===== config.mk =====
export PLATFORM = sky130hd
export DESIGN_NAME = tmr_voted_pipe
export DESIGN_NICKNAME = d
export VERILOG_FILES = /design/src/rtl/tmr_pkg.sv /design/src/rtl/tmr_vote3.sv /design/src/rtl/tmr_lane_reg.sv /design/src/rtl/tmr_voted_pipe.sv
export SDC_FILE = /design/constraint.sdc
export NUM_CORES = 1
export LEC_CHECK = 0
export ABC_AREA = 1
export BUFFER_PORTS_ARGS = -buffer_cell sky130_fd_sc_hd__buf_2
export CAP_MARGIN = 20
export CORE_ASPECT_RATIO = 0.5
export CORE_MARGIN = 3
export CORE_UTILIZATION = 60
export DETAILED_ROUTE_END_ITERATION = 10
export GPL_TIMING_DRIVEN = 0
export PLACE_DENSITY = 0.78
export SYNTH_ARGS = -nofsm -noshare
export SYNTH_HDL_FRONTEND = slang
export SYNTH_SLANG_ARGS = --single-unit

===== constraint.sdc =====
create_clock -name clk -period 3.4 [get_ports clk]
set_clock_uncertainty 0.05 [all_clocks]
set_input_delay 0.34 -clock clk [delete_from_list [all_inputs] [get_ports clk]]
set_output_delay 0.34 -clock clk [all_outputs]
set_load 0.01 [all_outputs]

===== src/rtl/tmr_pkg.sv =====
package tmr_pkg;
  localparam int SYL_W    = 13;
  localparam int OPC_W    = 4;
  localparam int N_STAGES = 7;
  localparam int N_LANES  = 3;
endpackage


===== src/rtl/tmr_vote3.sv =====
module tmr_vote3 #(
  parameter int W = 15
) (
  input  logic [W-1:0] a,
  input  logic [W-1:0] b,
  input  logic [W-1:0] c,
  output logic [W-1:0] y,
  output logic [2:0]   dissent
);
  // bitwise two-out-of-three
  assign y = (a & b) | (a & c) | (b & c);

  // a lane dissents when any of its bits differs from the voted word
  assign dissent = {|(c ^ y), |(b ^ y), |(a ^ y)};
endmodule


===== src/rtl/tmr_lane_reg.sv =====
module tmr_lane_reg #(
  parameter int W = 15
) (
  input  logic         clk,
  input  logic         rst,
  input  logic [W-1:0] d,
  input  logic         frc_en,
  input  logic [W-1:0] frc_val,
  output logic [W-1:0] q
);
  always_ff @(posedge clk) begin
    if (rst)         q <= '0;
    else if (frc_en) q <= frc_val;
    else             q <= d;
  end
endmodule


===== src/rtl/tmr_voted_pipe.sv =====
module tmr_voted_pipe
  import tmr_pkg::*;
#(
  parameter int DATA_W  = SYL_W,
  parameter int FIELD_W = OPC_W,
  parameter int STAGES  = N_STAGES,
  localparam int RW     = DATA_W + 2,
  localparam int SEL_W  = (STAGES > 1) ? $clog2(STAGES) : 1
) (
  input  logic                       clk,
  input  logic                       rst,
  input  logic                       in_vld,
  input  logic [DATA_W:0]            in_syl,
  input  logic                       inj_en,
  input  logic [SEL_W-1:0]           inj_stage,
  input  logic [1:0]                 inj_lane,
  input  logic [RW-1:0]              inj_val,
  output logic                       out_vld,
  output logic                       out_perr,
  output logic [FIELD_W-1:0]         out_opc,
  output logic [DATA_W-FIELD_W-1:0]  out_addr,
  output logic [STAGES-1:0]          mis_flag,
  output logic [N_LANES*STAGES-1:0]  mis_lane
);
  // word layout inside the pipe: {valid, parity error, syllable}
  logic          in_perr;
  logic [RW-1:0] in_beat;
  assign in_perr = in_vld & ~(^in_syl);
  assign in_beat = {in_vld, in_perr, in_syl[DATA_W-1:0]};

  logic [RW-1:0] lane_q  [STAGES][N_LANES];
  logic [RW-1:0] voted   [STAGES];
  logic [2:0]    dissent [STAGES];

  // armed goes high one cycle after reset releases, so $past never sees pre-reset values
  logic armed;
  always_ff @(posedge clk) begin
    if (rst) armed <= 1'b0;
    else     armed <= 1'b1;
  end

  for (genvar k = 0; k < STAGES; k++) begin : g_stage
    logic [RW-1:0] stage_d;
    if (k == 0) begin : g_head
      assign stage_d = in_beat;
    end else begin : g_body
      assign stage_d = voted[k-1];
    end

    for (genvar l = 0; l < N_LANES; l++) begin : g_lane
      logic hit;
      assign hit = inj_en && (inj_stage == SEL_W'(k)) && (inj_lane == 2'(l));
      tmr_lane_reg #(.W(RW)) u_reg (
        .clk     (clk),
        .rst     (rst),
        .d       (stage_d),
        .frc_en  (hit),
        .frc_val (inj_val),
        .q       (lane_q[k][l])
      );
    end

    tmr_vote3 #(.W(RW)) u_vote (
      .a       (lane_q[k][0]),
      .b       (lane_q[k][1]),
      .c       (lane_q[k][2]),
      .y       (voted[k]),
      .dissent (dissent[k])
    );

    assign mis_flag[k]                  = |dissent[k];
    assign mis_lane[N_LANES*k +: N_LANES] = dissent[k];

    // one injection port: at most one lane can ever dissent in a stage
    assert_one_dissenter_R7: assert property (@(posedge clk) disable iff (rst)
      $onehot0(dissent[k]));

    if (k == 0) begin : g_chk_head
      // the voted head stage always equals the word presented one cycle earlier
      assert_head_capture_R2: assert property (@(posedge clk) disable iff (rst || !armed)
        voted[0] == $past(in_beat));
    end else begin : g_chk_body
      // a single corrupted lane never changes the voted word handed on
      assert_fault_masked_R6: assert property (@(posedge clk) disable iff (rst || !armed)
        voted[k] == $past(voted[k-1]));
    end
  end

  assign out_vld  = voted[STAGES-1][RW-1];
  assign out_perr = voted[STAGES-1][RW-2];
  assign out_opc  = voted[STAGES-1][DATA_W-1 -: FIELD_W];
  assign out_addr = voted[STAGES-1][DATA_W-FIELD_W-1:0];

  // a parity error only ever travels with a valid word
  assert_perr_needs_vld_R4: assert property (@(posedge clk) disable iff (rst)
    out_perr |-> out_vld);

  // no injection in the previous cycle means no disagreement now
  assert_quiet_without_fault_R9: assert property (@(posedge clk) disable iff (rst || !armed)
    !$past(inj_en) |-> (mis_flag == '0));
endmodule


==> impl_metrics.ini <==
[outcome]
status = finished, final reports clean

[die]
core_area_um2 = 28400
dieArea_um2 = 31800
die_h_um = 128
ioPinCount = 81
rows = 43
die_x_um = 249
start_util_pct = 62.5

[sta]
finalHoldViolCount = 0
drv_slew = 0
tightest_slew_ns = 0.869
setup_violations = 0
fmax_mhz = 349
layout_worst_path_cycle_share_pct = 84.2
post-route-min-period_ns = 2.86
timing.slew.headroom_pct = 41.5
setup_slack_ns = 0.538
rsz0062_at_grt = no
fin_tns_setup_ns = 0

[drt]
antenna_left = 0
route.detailed.drc = 0
wl_per_cell_um = 15.5
vias = 18900
first_iter_violations = 2177
routed_via_density = 5.68
dr.pass1.iters = 6
wl_um = 51700

[clock_network]
clock_latency_ns = 0.56
clk_pin_slew_worst_paths_ns = 0.07
cts_buffers = 29
cts_hold_buf = 0
cts-root-buf = clkbuf_16
post_cts_resized = 0
postCtsSetupRepairBufs = 0
htreeDepth = 1
cts_sinks = 315
cts_tree = done
clk_path_buf_depth = 3

[critical_path]
crit_required_ns = 3.01
crit_fanout = 4
cp_slowest_cell = o21ai_0
reg2reg_slack_ns = 1.81
critPathLaunch = g_stage[5].g_lane[1].u_reg.q[8]
reg2reg_from = g_stage[5].g_lane[1].u_reg.q[8]
path_common_cell = nand2_1
endpoint_kind = primary output
path_class = flip-flop to primary output
cp_slowest_stage_delay_ns = 0.70
startpoint_type = flip-flop
worstPathCellList = inv_1 -> o21ai_0 -> nand2_1 -> nand2_1 -> nand2_1 -> nor2_1 -> nand2_1 -> nor2_1 -> nand2_1 -> buf_2
cp.arrival_ns = 2.47

[synthesis]
yosys-top-cells-count = o21ai_0 (636), nand2_1 (443), inv_1 (399), nand3_1 (327), dfxtp_1 (315)
yosysTopAreaCell = dfxtp_1
synth_warnings = 0
synth.most_common_cell = o21ai_0
syn_nets = 2852
syn_avg_cell_area_um2 = 6.30
ys_ff_latch = 315
synth.distinct_cells = 27
yosysSeqAreaShare_pct = 35.6
synth-edff-count = 0
synth_cells = 2814
synth_area_leaders = dfxtp_1 (36%), o21ai_0 (18%), nand2_1 (9.4%)
yosys_most_used_dff = dfxtp_1
synthArstFlopShare_pct = 0
netlist_area_um2 = 17700
synth_top_area_share_pct = 35.6

[final_layout]
drive_above_1_share_pct = 6.56
diodes = 0
syn2layout_area_growth_pct = 10.5
instances_no_fill = 3326
num-nets-final = 2963
largest_reg_flops = 315
reg.largest.list = g_stage.g_lane.u_reg.q (315)
regMostFlops = g_stage.g_lane.u_reg.q

[global_route]
grt_pass1_vias = 16200
antenna_found_initial = 0
grt_max_degree = 17
grt_overflow_total = 0
grt_first_pass_wirelength_um = 80800
grtUsageTotal_pct = 31.2

[placement]
dp_slack_ns = 1.14
dp_hpwl_um = 40500
gp_congestion = 0.988
io_buffer_count = 80
placed_cells = 3276

[power]
p_per_area_nw_per_um2 = 410
p_leak_nw = 7.63
irDropWorstVdd_mv = 0.402

[worst_hold_path]
hold_path.startpoint = in_vld
hp-class = input port to flip-flop

[job]
drv_cap = 0
layout make-up:
type / count / area, µm²
clock buffer: 37 / 806
sequential: 315 / 6310
tap: 382 / 478
clock inverter: 13 / 173
buffer: 119 / 546
inverter: 411 / 1550
multi-input combinational: 1969 / 9330
fill: 2598 / 8770
timing repair buffer: 80 / 400
placed cells by master, fill, tap and decap left out, types with 2 or more instances in the layout:
master      count
o21ai_0       636
nand2_1       443
inv_1         399
nand3_1       327
dfxtp_1       315
a21oi_1       282
nor2_1        167
buf_2          99
clkbuf_1       90
nand4_1        58
clkbuf_16      29
inv_2          11
xor2_1          9
or2_2           9
nand3b_1        9
buf_6           8
o21ai_1         6
o21bai_1        6
clkinv_2        6
nor2_2          5
clkbuf_8        5
nor2_4          4
buf_4           4
bufinv_16       4
nor2_8          3
clkinvlp_4      3
nor3_1          2
metal layers:
metal	vias up	share of wire, %	GRT usage [%]	wire [µm]
li1	9613	-	-	-
met1	8439	43	41.3	22400
met2	735	46	53.7	23700
met3	89	8.2	4.29	4240
met4	0	2.6	8.79	1360
met5	-	0	0	0
final timing paths:
check / to / cells past startpoint
hold reg to reg: g_stage[4].g_lane[1].u_reg.q[6] / 2
setup reg to reg: g_stage[6].g_lane[2].u_reg.q[8] / 4
setup / recovery: mis_flag[5] / 10
hold / removal: g_stage[0].g_lane[2].u_reg.q[14] / 3
cells by family after synthesis:
logic type	after synthesis	synth area share, %
AND/OR/NAND/NOR	1030	25.8
XOR/XNOR	9	0.445
AO/OA/AOI/OAI	930	26.3
buffers and inverters	530	11.8
flip-flops	315	35.6
critical path, delay by kind of cell (launching register included):
| kind | cells | cell delay [ns] |
|---|---|---|
| simple gates | 7 | 0.63 |
| compound gates | 1 | 0.70 |
| flops | 1 | 0.37 |
| buf+inv | 2 | 0.22 |
per-stage QoR:
step                hold slack [ns]  utilization [%]  power, W  instance area (µm²)
finish                       0.0324             69.1   0.00803                19600
CTS                         0.00632             69.1   0.00801                19600
global route                 0.0242             69.1   0.00827                19600
global placement              0.590             65.6   0.00466                18600
detailed placement            0.594             65.6   0.00467                18600
floorplan                     0.359                -   0.00440                17700
power by group:
group	total [W]	switching (W)	internal (W)
logic	0.000777	0.000539	0.000238
clock network	0.00342	0.00145	0.00197
registers	0.00383	0.0000671	0.00377
Power figures use the tool's default switching activity.
